===== src/rtl/epp_pkg.sv =====
// Package: shared constants and types of the parallel port cycle engine.
// Assumes a 32-bit host data path split into four byte lanes.
package epp_pkg;
    localparam int HOST_W    = 32;
    localparam int LANES     = HOST_W / 8;
    localparam int LANE_IW   = $clog2(LANES);

    localparam logic [2:0] OFF_STATUS = 3'd1;
    localparam logic [2:0] OFF_CTRL   = 3'd2;
    localparam logic [2:0] OFF_ADDR   = 3'd3;
    localparam logic [2:0] OFF_DATA   = 3'd4;

    localparam logic [7:0] CTRL_RESET = 8'h0C;
    localparam logic [7:0] CTRL_FORCE = 8'hC0;
    localparam logic [7:0] PERM_MASK  = 8'h2F;
    localparam logic [7:0] PERM_WRITE = 8'h04;
    localparam logic [7:0] PERM_READ  = 8'h24;

    typedef enum logic [1:0] {PH_IDLE, PH_STROBE, PH_RELEASE} phase_t;
endpackage


===== src/rtl/epp_byte_cycle.sv =====
// Module: runs one byte handshake on the address or data strobe.
// Assumes start is a one-cycle pulse issued only while idle, and that the
// wait line is synchronous to clk. done pulses once per cycle; err goes with
// done when the wait counter expires.
module epp_byte_cycle
    import epp_pkg::*;
#(
    parameter int TIMEOUT_CYCLES = 1000
) (
    input  logic       clk,
    input  logic       rst_n,
    input  logic       start,
    input  logic       is_write,
    input  logic       is_addr,
    input  logic [7:0] wbyte,
    output logic       done,
    output logic       err,
    output logic [7:0] rbyte,
    output logic       addr_strb_n,
    output logic       data_strb_n,
    output logic       write_n,
    output logic [7:0] dout,
    output logic       doe,
    input  logic [7:0] din,
    input  logic       wait_i
);
    localparam int CW = $clog2(TIMEOUT_CYCLES + 1);
    localparam logic [CW-1:0] LAST = CW'(TIMEOUT_CYCLES - 1);

    phase_t        phase_q;
    logic [CW-1:0] cnt_q;
    logic          wr_q, ad_q;
    logic [7:0]    wd_q;

    // Handshake sequencer with a per-phase wait counter.
    always_ff @(posedge clk) begin
        if (!rst_n) begin
            phase_q <= PH_IDLE;
            cnt_q   <= '0;
            wr_q    <= 1'b0;
            ad_q    <= 1'b0;
            wd_q    <= 8'h00;
            rbyte   <= 8'h00;
            done    <= 1'b0;
            err     <= 1'b0;
        end else begin
            done <= 1'b0;
            err  <= 1'b0;
            case (phase_q)
                PH_IDLE: begin
                    if (start) begin
                        phase_q <= PH_STROBE;
                        cnt_q   <= '0;
                        wr_q    <= is_write;
                        ad_q    <= is_addr;
                        wd_q    <= wbyte;
                    end
                end
                PH_STROBE: begin
                    if (wait_i) begin
                        rbyte   <= din;
                        phase_q <= PH_RELEASE;
                        cnt_q   <= '0;
                    end else if (cnt_q == LAST) begin
                        phase_q <= PH_IDLE;
                        done    <= 1'b1;
                        err     <= 1'b1;
                    end else begin
                        cnt_q <= cnt_q + 1'b1;
                    end
                end
                PH_RELEASE: begin
                    if (!wait_i) begin
                        phase_q <= PH_IDLE;
                        done    <= 1'b1;
                    end else if (cnt_q == LAST) begin
                        phase_q <= PH_IDLE;
                        done    <= 1'b1;
                        err     <= 1'b1;
                    end else begin
                        cnt_q <= cnt_q + 1'b1;
                    end
                end
                default: phase_q <= PH_IDLE;
            endcase
        end
    end

    // Pin levels decoded from the phase.
    always_comb begin
        addr_strb_n = !((phase_q == PH_STROBE) && ad_q);
        data_strb_n = !((phase_q == PH_STROBE) && !ad_q);
        write_n     = !(wr_q && (phase_q != PH_IDLE));
        doe         = wr_q && (phase_q != PH_IDLE);
        dout        = wd_q;
    end

    assert_single_strobe_R1: assert property (@(posedge clk) disable iff (!rst_n)
        addr_strb_n || data_strb_n);
    assert_release_on_wait_R4: assert property (@(posedge clk) disable iff (!rst_n)
        (!(addr_strb_n && data_strb_n) && wait_i) |=> (addr_strb_n && data_strb_n));
    assert_wait_bound_R5: assert property (@(posedge clk) disable iff (!rst_n)
        cnt_q <= LAST);
endmodule


===== src/rtl/epp_regs.sv =====
// Module: control register and sticky timeout flag.
// Assumes ctrl_we and sts_clr are single-cycle strobes from the sequencer.
module epp_regs
    import epp_pkg::*;
(
    input  logic       clk,
    input  logic       rst_n,
    input  logic       ctrl_we,
    input  logic [7:0] ctrl_wdata,
    input  logic       sts_clr,
    input  logic       set_timeout,
    input  logic [7:0] sts_in,
    output logic [7:0] ctrl_q,
    output logic [7:0] status_rd
);
    logic timeout_q;

    // Control register with the two top bits forced on write.
    always_ff @(posedge clk) begin
        if (!rst_n)       ctrl_q <= CTRL_RESET;
        else if (ctrl_we) ctrl_q <= ctrl_wdata | CTRL_FORCE;
    end

    // Sticky flag: a handshake failure sets it, a status write of bit 0 clears it.
    always_ff @(posedge clk) begin
        if (!rst_n)           timeout_q <= 1'b0;
        else if (set_timeout) timeout_q <= 1'b1;
        else if (sts_clr)     timeout_q <= 1'b0;
    end

    // Status view with bit 0 taken from the flag.
    always_comb status_rd = (sts_in & 8'hFE) | {7'b0, timeout_q};

    assert_ctrl_forced_R9: assert property (@(posedge clk) disable iff (!rst_n)
        ctrl_we |=> (ctrl_q[7:6] == 2'b11));
    assert_flag_set_R5: assert property (@(posedge clk) disable iff (!rst_n)
        set_timeout |=> timeout_q);
    assert_flag_sticky_R7: assert property (@(posedge clk) disable iff (!rst_n)
        (timeout_q && !sts_clr) |=> timeout_q);
endmodule


===== src/rtl/epp_host_seq.sv =====
// Module: decodes host requests, checks cycle permission and splits wide
// data accesses into little-endian byte cycles.
// Assumes host_req is raised only while busy is low.
module epp_host_seq
    import epp_pkg::*;
(
    input  logic              clk,
    input  logic              rst_n,
    input  logic              host_req,
    input  logic              host_we,
    input  logic [2:0]        host_off,
    input  logic [1:0]        host_size,
    input  logic [HOST_W-1:0] host_wdata,
    output logic [HOST_W-1:0] host_rdata,
    output logic              busy,
    output logic              ready,
    input  logic [7:0]        ctrl_q,
    input  logic [7:0]        status_rd,
    output logic              ctrl_we,
    output logic              sts_clr,
    output logic              byte_start,
    output logic              byte_is_write,
    output logic              byte_is_addr,
    output logic [7:0]        byte_wdata,
    input  logic              byte_done,
    input  logic              byte_err,
    input  logic [7:0]        byte_rdata
);
    logic               accept, is_epp, perm;
    logic [LANE_IW-1:0] nlast;
    logic [HOST_W-1:0]  lane_mask, wbuf_q;
    logic [LANE_IW-1:0] idx_q, last_q;

    // Request decode: permission, byte count and active lanes.
    always_comb begin
        accept  = host_req && !busy;
        is_epp  = (host_off == OFF_ADDR) || (host_off == OFF_DATA);
        perm    = host_we ? ((ctrl_q & PERM_MASK) == PERM_WRITE)
                          : ((ctrl_q & PERM_MASK) == PERM_READ);
        nlast   = '0;
        if (host_off == OFF_DATA) begin
            case (host_size)
                2'd0:    nlast = LANE_IW'(0);
                2'd1:    nlast = LANE_IW'(1);
                default: nlast = LANE_IW'(LANES - 1);
            endcase
        end
        lane_mask = '0;
        for (int i = 0; i < LANES; i++)
            if (LANE_IW'(i) <= nlast) lane_mask[i*8 +: 8] = 8'hFF;
        ctrl_we = accept && host_we && (host_off == OFF_CTRL);
        sts_clr = accept && host_we && (host_off == OFF_STATUS) && host_wdata[0];
    end

    // Access sequencer: immediate register replies or a run of byte cycles.
    always_ff @(posedge clk) begin
        if (!rst_n) begin
            busy          <= 1'b0;
            ready         <= 1'b0;
            host_rdata    <= '0;
            byte_start    <= 1'b0;
            byte_is_write <= 1'b0;
            byte_is_addr  <= 1'b0;
            wbuf_q        <= '0;
            idx_q         <= '0;
            last_q        <= '0;
        end else begin
            ready      <= 1'b0;
            byte_start <= 1'b0;
            if (accept) begin
                if (is_epp && perm) begin
                    busy          <= 1'b1;
                    byte_start    <= 1'b1;
                    byte_is_write <= host_we;
                    byte_is_addr  <= (host_off == OFF_ADDR);
                    wbuf_q        <= host_wdata;
                    idx_q         <= '0;
                    last_q        <= nlast;
                    host_rdata    <= host_we ? '0 : lane_mask;
                end else begin
                    ready <= 1'b1;
                    if (host_we)                      host_rdata <= '0;
                    else if (host_off == OFF_STATUS)  host_rdata <= {24'h0, status_rd};
                    else if (host_off == OFF_CTRL)    host_rdata <= {24'h0, ctrl_q};
                    else if (is_epp)                  host_rdata <= lane_mask;
                    else                              host_rdata <= {24'h0, 8'hFF};
                end
            end else if (busy && byte_done) begin
                if (!byte_is_write && !byte_err)
                    host_rdata[{idx_q, 3'b000} +: 8] <= byte_rdata;
                if (byte_err || (idx_q == last_q)) begin
                    busy  <= 1'b0;
                    ready <= 1'b1;
                end else begin
                    idx_q      <= idx_q + 1'b1;
                    byte_start <= 1'b1;
                end
            end
        end
    end

    // Byte lane presented to the current cycle.
    always_comb byte_wdata = wbuf_q[{idx_q, 3'b000} +: 8];

    assert_ready_pulse_R10: assert property (@(posedge clk) disable iff (!rst_n)
        ready |=> !ready);
    assert_start_in_busy_R10: assert property (@(posedge clk) disable iff (!rst_n)
        byte_start |-> busy);
endmodule


===== src/rtl/epp_cycle_engine.sv =====
// Module: top of the enhanced parallel port cycle engine.
// Assumes pins are synchronous to clk; TIMEOUT_CYCLES is the wait limit
// in clock cycles (1000 = 10 us at 100 MHz).
module epp_cycle_engine
    import epp_pkg::*;
#(
    parameter int TIMEOUT_CYCLES = 1000
) (
    input  logic        clk,
    input  logic        rst_n,
    input  logic        host_req,
    input  logic        host_we,
    input  logic [2:0]  host_off,
    input  logic [1:0]  host_size,
    input  logic [31:0] host_wdata,
    output logic [31:0] host_rdata,
    output logic        busy,
    output logic        ready,
    input  logic [7:0]  sts_in,
    output logic [7:0]  ctrl_o,
    output logic        epp_addr_strb_n,
    output logic        epp_data_strb_n,
    output logic        epp_write_n,
    output logic [7:0]  epp_dout,
    output logic        epp_doe,
    input  logic [7:0]  epp_din,
    input  logic        epp_wait_i
);
    logic       ctrl_we, sts_clr;
    logic [7:0] ctrl_q, status_rd;
    logic       b_start, b_wr, b_ad, b_done, b_err;
    logic [7:0] b_wd, b_rd;

    epp_regs u_regs (
        .clk(clk), .rst_n(rst_n), .ctrl_we(ctrl_we), .ctrl_wdata(host_wdata[7:0]),
        .sts_clr(sts_clr), .set_timeout(b_err), .sts_in(sts_in),
        .ctrl_q(ctrl_q), .status_rd(status_rd)
    );

    epp_host_seq u_seq (
        .clk(clk), .rst_n(rst_n), .host_req(host_req), .host_we(host_we),
        .host_off(host_off), .host_size(host_size), .host_wdata(host_wdata),
        .host_rdata(host_rdata), .busy(busy), .ready(ready),
        .ctrl_q(ctrl_q), .status_rd(status_rd), .ctrl_we(ctrl_we), .sts_clr(sts_clr),
        .byte_start(b_start), .byte_is_write(b_wr), .byte_is_addr(b_ad),
        .byte_wdata(b_wd), .byte_done(b_done), .byte_err(b_err), .byte_rdata(b_rd)
    );

    epp_byte_cycle #(.TIMEOUT_CYCLES(TIMEOUT_CYCLES)) u_byte (
        .clk(clk), .rst_n(rst_n), .start(b_start), .is_write(b_wr), .is_addr(b_ad),
        .wbyte(b_wd), .done(b_done), .err(b_err), .rbyte(b_rd),
        .addr_strb_n(epp_addr_strb_n), .data_strb_n(epp_data_strb_n),
        .write_n(epp_write_n), .dout(epp_dout), .doe(epp_doe),
        .din(epp_din), .wait_i(epp_wait_i)
    );

    assign ctrl_o = ctrl_q;

    assert_err_in_busy_R5: assert property (@(posedge clk) disable iff (!rst_n)
        b_err |-> busy);
endmodule


===== config.mk =====
export PLATFORM = sky130hd
export DESIGN_NAME = epp_cycle_engine
export DESIGN_NICKNAME = d
export VERILOG_FILES = /design/src/rtl/epp_pkg.sv /design/src/rtl/epp_byte_cycle.sv /design/src/rtl/epp_regs.sv /design/src/rtl/epp_host_seq.sv /design/src/rtl/epp_cycle_engine.sv
export SDC_FILE = /design/constraint.sdc
export NUM_CORES = 1
export LEC_CHECK = 0
export ABC_CLOCK_PERIOD_IN_PS = 6100
export BUFFER_PORTS_ARGS = -buffer_cell sky130_fd_sc_hd__buf_2
export CAP_MARGIN = 25
export CORE_ASPECT_RATIO = 1.25
export CORE_UTILIZATION = 35
export DETAILED_ROUTE_END_ITERATION = 10
export SYNTH_ARGS = -nofsm -noshare
export SYNTH_HDL_FRONTEND = slang
export SYNTH_HIERARCHICAL = 1
export SYNTH_SLANG_ARGS = --single-unit
export TNS_END_PERCENT = 5

===== constraint.sdc =====
create_clock -name clk -period 6.1 [get_ports clk]
set_input_delay 0.915 -clock clk [delete_from_list [all_inputs] [get_ports clk]]
set_output_delay 0.915 -clock clk [all_outputs]
set_load 0.05 [all_outputs]

==> impl_metrics.env, run 1 <==
export IMPL_seqPwrFrac=0.404
export IMPL_synth_mux_area_frac=0.0518
export IMPL_drtPass1Iterations=4
export IMPL_drc=0
export IMPL_grt_max_degree=115
export IMPL_skew_ns=0.00729
export IMPL_worstReg2RegEnd="u_seq/host_rdata[1]"
export IMPL_drt_total_wl_um=13300
export IMPL_root_buffer="clkbuf_16"
export IMPL_clk_path_buf_depth=2
export IMPL_clock_sinks=113
export IMPL_hold_end="u_seq/wbuf_q[15]"
export IMPL_slew_violations=0
export IMPL_grt_overflow=0
export IMPL_dieArea_sq_mm=0.0149
export IMPL_fin_nets=744
export IMPL_post_route_period_util=0.454
export IMPL_synth_compound_area_share=0.192
export IMPL_fmax_mhz=361
export IMPL_worstReg2RegStart="u_seq/idx_q[0]"
export IMPL_post_route_min_period_ns=2.77
export IMPL_whs_ns=0.457
export IMPL_drive_gt1_frac=0.232
export IMPL_leakage_uw=0.00234
export IMPL_synthAdderAreaFrac=0.0224
export IMPL_area_growth_pct=22.6
export IMPL_status="complete, no violations"
export IMPL_ys_async_sr_fraction=0
export IMPL_core_area_sq_mm=0.0139
export IMPL_relSlewSlack=0.322
export IMPL_synth_edf_count=0
export IMPL_rrSetupSlack_ns=3.33
export IMPL_ys_seq_elements=113
export IMPL_end_kind="register"
export IMPL_synthXorXnorAreaFrac=0.00697
export IMPL_wl_per_cell_um=15.4
export IMPL_setup_violations=0
export IMPL_row_count=48
export IMPL_synth_top_area_cell="dfxtp_1"
export IMPL_antenna_found_initial=0
export IMPL_port_buffers=110
export IMPL_yosys_top_cells_area="dfxtp_1 45%, nand2_1 7.8%, a21oi_1 6.1%"
export IMPL_ios=112
export IMPL_synth_top_family_by_area="simple AND/OR/NAND/NOR gates"
export IMPL_cp_required_ns=6.45
export IMPL_ys_seq_area_frac=0.450
export IMPL_clkTransAtPathRegs_ns=0.05
export IMPL_yosysWarnings=6
export IMPL_p_switching_uw=440
export IMPL_grt_usage=0.189
export IMPL_vias=4604
export IMPL_finalWeightedCongestion=0.889
export IMPL_cts_tree="done"
export IMPL_start_util=0.361
export IMPL_htree_levels=4
export IMPL_syn_area_sq_mm=0.00503
export IMPL_tightest_slew_ns=1.01
export IMPL_syn_avg_cell_area_sq_um=8.52
export IMPL_grt_pass1_wl_um=21500
export IMPL_die_h_um=136
export IMPL_clkPwrFrac=0.524
export IMPL_hold_path_depth=2
export IMPL_critPathArrivalTime_ns=3.12
export IMPL_critPathMaxFanout=16
export IMPL_dp_hpwl_um=9450
export IMPL_rr_worst_depth=5
export IMPL_grt_setup_unrepaired="false"
export IMPL_drtAntennaViolNets=0
export IMPL_insertion_delay_ns=0.41
export IMPL_avgViaCountPerCell=5.32
export IMPL_ys_top_cells_by_count="113 x dfxtp_1, 105 x nand2_1, 61 x a21oi_1, 61 x o21ai_0, 55 x nand3_1"
export IMPL_ctsResizeCount=0
export IMPL_numCtsBuffers=17
export IMPL_synth_top_cell_area_share=0.450
export IMPL_post_cts_buffers=0
export IMPL_p_comb_frac=0.071
export IMPL_hp_class="register to register"
export IMPL_cap_violations=0
export IMPL_timing_critical_path_from_type="register"
export IMPL_die_width_um=109
export IMPL_synth_cell_types=54
export IMPL_syn_inst=590
export IMPL_p_per_area_mw_per_mm2=305
export IMPL_ir_drop_mv=0.171
export IMPL_synthFlopType="dfxtp_1"
export IMPL_setup_tns_ns=0
export IMPL_worstSetupPathType="register to register"
export IMPL_hold_viol_final=0
export IMPL_synth_nets=657
export IMPL_grt_pass1_vias=4408
export IMPL_synthSimpleGateAreaFrac=0.218
export IMPL_hold_buffers=0
export IMPL_p_int_uw=1440
export IMPL_min_from="u_seq/wbuf_q[15]"
export IMPL_drtIter0Drc=349
export IMPL_p_total_uw=1880
export IMPL_diodes=0
export IMPL_switching_share=0.234
export IMPL_synth_most_common_cell="dfxtp_1"
-- placed cells by master, fill, tap and decap left out, types with 8 or more instances in the layout --
master	Yosys	layout
buf_2	1	109
inv_1	14	14
nor3_1	8	8
a21oi_1	61	61
nand3_1	55	55
mux2i_1	8	8
clkbuf_16	0	17
nor2b_1	8	8
dfxtp_1	113	113
nand2_1	105	105
nor2_1	10	10
o22ai_1	8	8
o21ai_0	61	61
ha_1	9	9
mux4_2	8	8
-- state kept, by name, indices dropped and copies added (netlist names) --
signal               flops
u_byte/done              1
u_byte/wr_q              1
u_seq/ready              1
u_seq/byte_start         1
u_byte/err               1
u_seq/last_q             2
u_byte/ad_q              1
u_seq/host_rdata        32
u_seq/byte_is_addr       1
u_seq/busy               1
u_seq/wbuf_q            32
u_byte/phase_q           2
u_seq/byte_is_write      1
u_byte/cnt_q            10
u_seq/idx_q              2
u_regs/ctrl_q            7
u_byte/dout              8
u_byte/rbyte             8
u_regs/timeout_q         1
-- power by group through the flow --
stage               clock network (uW)  logic (uW)  registers [uW]
floorplan                            0        46.9             818
global placement                     0         132             774
detailed placement                   0         133             774
CTS                               1000         133             759
global route                      1040         144             760
finish                             985         134             759
-- logic make-up (layout without fill, tap and decap cells) --
kind of cell	after synthesis	in the layout
flops	113	113
simple gates	225	225
compound gates	165	165
fa+ha+maj	9	9
mux	16	16
xor+xnor	4	4
buf+inv	58	158
-- worst max path at each step --
stage,startpoint,end,depth (start not counted)
3_3_place_gp,host_off[1],u_seq/idx_q[0],6
2_1_floorplan,u_byte/phase_q[0],epp_doe,4
3_5_place_dp,host_off[1],u_seq/idx_q[0],6
4_1_cts,u_seq/idx_q[0],u_seq/host_rdata[1],5
6_report,u_seq/idx_q[0],u_seq/host_rdata[1],5
5_1_grt,u_seq/idx_q[0],u_seq/host_rdata[18],6
-- area by class of cell --
cell class              instances  area (sq um)
fillers                      1386          7770
multi-input cells             419          2470
flip-flops and latches        113          2260
repair buffers                112           568
clock buffers                  21           450
well taps                     175           219
clock inverters                11           138
inverters                      14          52.6
-- metrics by stage --
step / worst slack, ns / std cells / util / area, sq um
final: 3.33 / 865 / 0.442 / 6160
after global routing: 3.03 / 865 / 0.442 / 6160
after CTS: 3.29 / 865 / 0.442 / 6160
after detailed placement: 3.15 / 833 / 0.400 / 5580
after floorplan: 3.69 / 590 / - / 5030
after global placement: 3.21 / 833 / 0.400 / 5580
-- worst max-delay path: stages, from the launching register on --
cell	delay [ns]
dfxtp_1	0.89
inv_1	0.25
ha_1	0.44
nor4_1	0.39
nor2b_1	0.51
a221o_1	0.23
-- layer usage --
metal,GRT usage,part of all wire,wire [um],up-vias
met5,0,0,0,-
met4,0.0859,0.030,401,0
met3,0.0556,0.069,918,28
met2,0.303,0.47,6260,184
met1,0.230,0.43,5740,2131
li1,-,-,-,2261
Note: power is estimated with default switching activity, not from simulation.
==> inputs of run 2 (changes only) <==
- ABC_AREA: unset -> 1
- ABC_CLOCK_PERIOD_IN_PS: 6100 -> 2800
- clock period: 6.1 -> 2.8 ns (I/O delays scaled with it)
==> run 2 against run 1 <==
Die area rose by 6.6%; routed wire length grew 6.1%; area after synthesis increased by 6.7%; cell area grew 5.9%; combinational power grew to 3.0 times the previous value; register-to-register slack worse by 2.6 ns; critical endpoint is now epp_doe; largest cell class unchanged; largest power group unchanged.
==> impl_metrics.env, run 2 <==
export IMPL_status="complete, no violations"
export IMPL_insertion_delay_ns=0.40
export IMPL_cpMostUsedCell="inv_1"
export IMPL_fin_cells=1066
export IMPL_fin_nets=940
export IMPL_worstReg2RegStart="u_seq/idx_q[1]"
export IMPL_drt_total_wl_um=14100
export IMPL_finalWeightedCongestion=0.833
export IMPL_hp_class="input port to register"
export IMPL_grt_overflow=0
export IMPL_path_buf_inv=4
export IMPL_fmax_mhz=480
export IMPL_hold_viol_final=0
export IMPL_fin_util=0.436
export IMPL_antenna_found_initial=0
export IMPL_whs_ns=0.248
export IMPL_fillers=1632
export IMPL_grt_max_degree=37
export IMPL_die_h_um=140
export IMPL_syn_area_sq_mm=0.00537
export IMPL_yosys_top_cells_area="dfxtp_1 42%, nand2_1 14%, nor2_1 9.0%"
export IMPL_wl_per_cell_um=13.3
export IMPL_setup_ws_ns=0.715
export IMPL_ios=112
export IMPL_ys_seq_elements=113
export IMPL_drtIter0Drc=329
export IMPL_cts_tree="done"
export IMPL_rrSetupSlack_ns=0.73
export IMPL_dieArea_sq_mm=0.0158
export IMPL_row_count=50
export IMPL_final_common_cell="nand2_1"
export IMPL_p_per_area_mw_per_mm2=622
export IMPL_slew_violations=0
export IMPL_skew_ns=0.00916
export IMPL_drive_gt1_frac=0.210
export IMPL_clkTransAtPathRegs_ns=0.05
export IMPL_yosysWarnings=6
export IMPL_ys_top_cells_by_count="195 x nand2_1, 128 x nor2_1, 113 x dfxtp_1, 82 x o21ai_0, 63 x a21oi_1"
export IMPL_ctsResizeCount=0
export IMPL_area_growth_pct=21.6
export IMPL_synthFlopType="dfxtp_1"
export IMPL_synth_nets=838
export IMPL_drc=0
export IMPL_start_util=0.359
export IMPL_synth_cell_types=35
export IMPL_syn_avg_cell_area_sq_um=6.96
export IMPL_clock_sinks=113
export IMPL_drtPass1Iterations=4
export IMPL_ys_async_sr_fraction=0
export IMPL_startpoint="u_byte/phase_q[0]"
export IMPL_cp_required_ns=2.38
export IMPL_grt_setup_unrepaired="false"
export IMPL_grt_usage=0.188
export IMPL_grt_pass1_wl_um=23600
export IMPL_htree_levels=4
export IMPL_port_buffers=110
export IMPL_timing_critical_path_from_type="register"
export IMPL_root_buffer="clkbuf_16"
export IMPL_rr_worst_depth=9
export IMPL_post_cts_buffers=0
export IMPL_synth_top_area_cell="dfxtp_1"
export IMPL_end_kind="output pin"
export IMPL_synth_most_common_cell="nand2_1"
export IMPL_worstSetupPathType="register to output pin"
export IMPL_ir_drop_mv=0.320
export IMPL_crit_slowest_cell="dfxtp_1"
export IMPL_setup_violations=0
export IMPL_worstReg2RegEnd="u_seq/host_rdata[24]"
export IMPL_leakage_uw=0.00286
export IMPL_post_route_period_util=0.745
export IMPL_post_route_min_period_ns=2.09
export IMPL_final_cell_mix="195 x nand2_1, 128 x nor2_1, 113 x dfxtp_1"
export IMPL_synth_top_cell_area_share=0.422
export IMPL_cpPeakStageDelay_ns=0.40
export IMPL_dp_hpwl_um=10200
export IMPL_critPathArrivalTime_ns=1.67
export IMPL_hold_path_depth=3
export IMPL_die_width_um=113
export IMPL_setup_tns_ns=0
export IMPL_avgViaCountPerCell=4.87
export IMPL_core_area_sq_mm=0.0150
export IMPL_hold_end="u_regs/ctrl_q[2]"
export IMPL_min_from="host_wdata[2]"
export IMPL_syn_inst=771
export IMPL_crit_chain="inv_1 > ha_1 > inv_1 > nand2_1 > inv_1 > buf_2"
export IMPL_grt_pass1_vias=4872
export IMPL_ys_seq_area_frac=0.422
export IMPL_synth_edf_count=0
export IMPL_tightest_slew_ns=0.500
export IMPL_cp_top_family="buffers and inverters"
export IMPL_hold_buffers=0
export IMPL_post_place_cells=1036
export IMPL_cap_violations=0
export IMPL_diodes=0
export IMPL_vias=5194
export IMPL_relSlewSlack=0.665
export IMPL_critPathMaxFanout=4
export IMPL_numCtsBuffers=17
export IMPL_reg_top3="u_seq/host_rdata x32, u_seq/wbuf_q x32, u_byte/cnt_q x10"
export IMPL_drtAntennaViolNets=0
export IMPL_place_ws_ns=0.761
export IMPL_clk_path_buf_depth=2
[run 2: changes by cell type after synthesis, moves of 8 or more]
cell | previous run | this run
inv_1 | 14 | 41
nor2b_1 | 8 | 0
nand3_1 | 55 | 24
clkbuf_1 | 27 | 12
nand2_1 | 105 | 195
nor2_1 | 10 | 128
mux4_2 | 8 | 0
o21ai_0 | 61 | 82
nand2_2 | 0 | 9
inv_2 | 0 | 8
nand4_1 | 2 | 13
mux2i_1 | 8 | 0
[run 2: stage by stage]
stage	area (sq um)	total power, uW
after detailed placement	5990	2120
after CTS	6530	4100
after floorplan	5370	2000
after global routing	6530	4240
after global placement	5990	2120
final	6530	4060
[run 2: logic make-up (layout without fill, tap and decap cells)]
group / after synthesis / after routing / share of synthesized area
adder cells (fa/ha/maj): 9 / 9 / 0.0210
flip-flops: 113 / 113 / 0.422
AND/OR/NAND/NOR: 401 / 401 / 0.326
AO/OA/AOI/OAI: 159 / 159 / 0.152
buffers and inverters: 89 / 202 / 0.0791
[run 2: metal layers]
layer  wire (um)  global-route usage  share of wire
met5           0                   0              0
met4         201              0.0730          0.014
met3         500              0.0394          0.035
met2        7230               0.334           0.51
met1        6210               0.221           0.44
[run 2: final cells by class]
type | count | area (sq um) | area share
multi-input combinational | 569 | 2680 | 0.411
sequential | 113 | 2260 | 0.347
timing repair buffer | 118 | 611 | 0.0936
clock buffer | 24 | 482 | 0.0738
tap | 182 | 228 | 0.0349
inverter | 54 | 206 | 0.0316
clock inverter | 6 | 57.6 | 0.00882
[run 2: how the worst max path moves through the flow]
stage                                end  depth (start not counted)
CTS                              epp_doe                          6
detailed placement  u_seq/host_rdata[24]                          9
floorplan           u_seq/host_rdata[24]                         11
finish                           epp_doe                          6
global placement    u_seq/host_rdata[26]                          9
global route        u_seq/host_rdata[24]                          9
[run 2: where the power goes]
group          switching, uW  internal, uW
Clock                    698          1270
Combinational            284           114
Sequential              35.9          1650
Total                   1020          3040
[run 2: worst reg2reg max path, cell delays in order, from the launching register on]
cell and delay (ns):
dfxtp_1 0.33, clkinv_1 0.28, ha_1 0.46, inv_1 0.08
nand2_1 0.05, nor2_1 0.40, nand4_1 0.18, nand2_1 0.10
nor2_1 0.04, nor2_1 0.10
==> inputs of run 3 (changes only) <==
- ABC_CLOCK_PERIOD_IN_PS: 2800 -> 1800
- clock period: 2.8 -> 1.8 ns (I/O delays scaled with it)
==> run 3 against run 2 <==
Global-route usage increased by 0.14 points; flip-flop and latch count unchanged; clock-buffer cell count is 1 lower; clock power is 85% higher; combinational power rose by 61%; worst setup slack lost 0.64 ns; routed wire length rose by 1.0%; cell area up 3.7%; hold slack worse by 0.15 ns; first-iteration DRC count shrank 9.1%; critical path depth shrank 1; critical path type unchanged; critical endpoint is now epp_data_strb_n; largest power group unchanged; highest routed layer unchanged.
==> impl_metrics.env, run 3 (synthesis results as in run 2) <==
export IMPL_timing_critical_path_from_type="register"
export IMPL_grt_usage=0.190
export IMPL_final_cell_mix="194 x nand2_1, 126 x nor2_1, 110 x dfxtp_1"
export IMPL_rrSetupSlack_ns=0.19
export IMPL_post_route_period_util=0.961
export IMPL_cp_required_ns=1.53
export IMPL_seq_area_sq_mm=0.00227
export IMPL_post_route_min_period_ns=1.73
export IMPL_hold_viol_final=0
export IMPL_clock_sinks=113
export IMPL_tightest_slew_ns=0.400
export IMPL_wl_per_cell_um=13.2
export IMPL_core_area_sq_mm=0.0150
export IMPL_leakage_uw=0.00296
export IMPL_cap_violations=0
export IMPL_p_per_area_mw_per_mm2=1020
export IMPL_avgViaCountPerCell=4.85
export IMPL_drtPass1Iterations=4
export IMPL_diodes=0
export IMPL_critPathMaxFanout=5
export IMPL_clk_path_buf_depth=2
export IMPL_crit_slowest_cell="dfxtp_2"
export IMPL_critPathArrivalTime_ns=1.46
export IMPL_post_cts_buffers=0
export IMPL_grt_overflow=0
export IMPL_setup_violations=0
export IMPL_end_kind="output pin"
export IMPL_p_total_uw=6900
export IMPL_drtAntennaViolNets=0
export IMPL_die_width_um=113
export IMPL_ir_drop_mv=0.550
export IMPL_worstSetupPathType="register to output pin"
export IMPL_slew_violations=0
export IMPL_place_ws_ns=0.0810
export IMPL_status="complete, no violations"
export IMPL_clkTransAtPathRegs_ns=0.05
export IMPL_drt_total_wl_um=14300
export IMPL_setup_ws_ns=0.0704
export IMPL_path_buf_inv=3
export IMPL_numCtsBuffers=17
export IMPL_hold_buffers=0
export IMPL_insertion_delay_ns=0.40
export IMPL_htree_levels=4
export IMPL_ios=112
export IMPL_whs_ns=0.0945
export IMPL_die_h_um=140
export IMPL_fmax_mhz=578
export IMPL_area_growth_pct=26.1
export IMPL_row_count=50
export IMPL_crit_chain="inv_2 > ha_4 > inv_2 > or2_2 > buf_6"
export IMPL_start_util=0.359
export IMPL_vias=5227
export IMPL_grt_pass1_wl_um=23700
export IMPL_skew_ns=0.00691
export IMPL_antenna_found_initial=0
export IMPL_port_buffers=110
export IMPL_reg_top3="u_seq/host_rdata x32, u_seq/wbuf_q x32, u_byte/cnt_q x10"
export IMPL_drc=0
export IMPL_multiInputGateArea_sq_mm=0.00271
export IMPL_fillers=1590
export IMPL_drtIter0Drc=299
export IMPL_final_common_cell="nand2_1"
export IMPL_finalWeightedCongestion=0.813
export IMPL_cpPeakStageDelay_ns=0.34
export IMPL_drive_gt1_frac=0.235
export IMPL_root_buffer="clkbuf_16"
export IMPL_relSlewSlack=0.733
export IMPL_fin_nets=950
export IMPL_cts_tree="done"
export IMPL_cp_top_family="flip-flops"
export IMPL_hp_class="input port to register"
export IMPL_cpMostUsedCell="inv_2"
export IMPL_dp_hpwl_um=10400
export IMPL_grt_max_degree=37
export IMPL_grt_pass1_vias=4903
export IMPL_grt_setup_unrepaired="false"
export IMPL_dieArea_sq_mm=0.0158
[run 3: changes by cell type in the layout (fill, tap and decap cells not counted), moves of 2 or more]
cell / before / now
nor2_1: 128 / 126
buf_6: 0 / 2
dfxtp_2: 0 / 2
dfxtp_1: 113 / 110
clkbuf_1: 4 / 1
inv_1: 41 / 39
buf_2: 110 / 107
buf_4: 8 / 19
ha_1: 9 / 7
bufinv_16: 1 / 4
inv_2: 8 / 10
clkbuf_8: 3 / 5
[run 3: where the power goes]
part           switching, uW  total [uW]  internal, uW
Sequential              56.6        2630          2570
Combinational            446         639           193
Clock                   1140        3640          2500
[run 3: timing repair]
| action | 4_1_cts | 5_1_grt |
|---|---|---|
| endpoints found under the setup margin | 3 | 25 |
| gates cloned | 0 | 0 |
| gates resized for setup | 11 | 7 |
[run 3: final cells by class]
class                           count  area share
Multi-Input combinational cell    569       0.401
Sequential cell                   113       0.335
Timing Repair Buffer              128       0.104
Clock buffer                       23      0.0736
Tap cell                          182      0.0337
Inverter                           54      0.0305
Clock inverter                      9      0.0224
[run 3: per-stage QoR]
step | TNS [ns] | area, sq um | cells | utilization
floorplan | -0.0212 | 5370 | 771 | -
global placement | 0 | 6060 | 1046 | 0.406
detailed placement | 0 | 6060 | 1046 | 0.406
CTS | 0 | 6740 | 1078 | 0.451
global route | 0 | 6770 | 1078 | 0.452
finish | 0 | 6770 | 1078 | 0.452
[run 3: path summary, 6_finish.rpt]
kind | start | endpoint | cells after the start
max | u_byte/phase_q[1] | epp_data_strb_n | 5
max reg2reg | u_seq/busy | u_seq/host_rdata[10] | 7
min | host_wdata[3] | u_regs/ctrl_q[3] | 3
min reg2reg | u_seq/wbuf_q[20] | u_seq/wbuf_q[20] | 2
[run 3: metal layers]
metal / GRT usage / part of all wire
met4: 0.0660 / 0.013
met2: 0.334 / 0.51
met3: 0.0411 / 0.034
met1: 0.226 / 0.44
met5: 0 / 0
[run 3: worst min-delay path, cell delays in order]
cell	delay, ns
buf_2	0.09
nand2_1	0.04
nand3_1	0.06
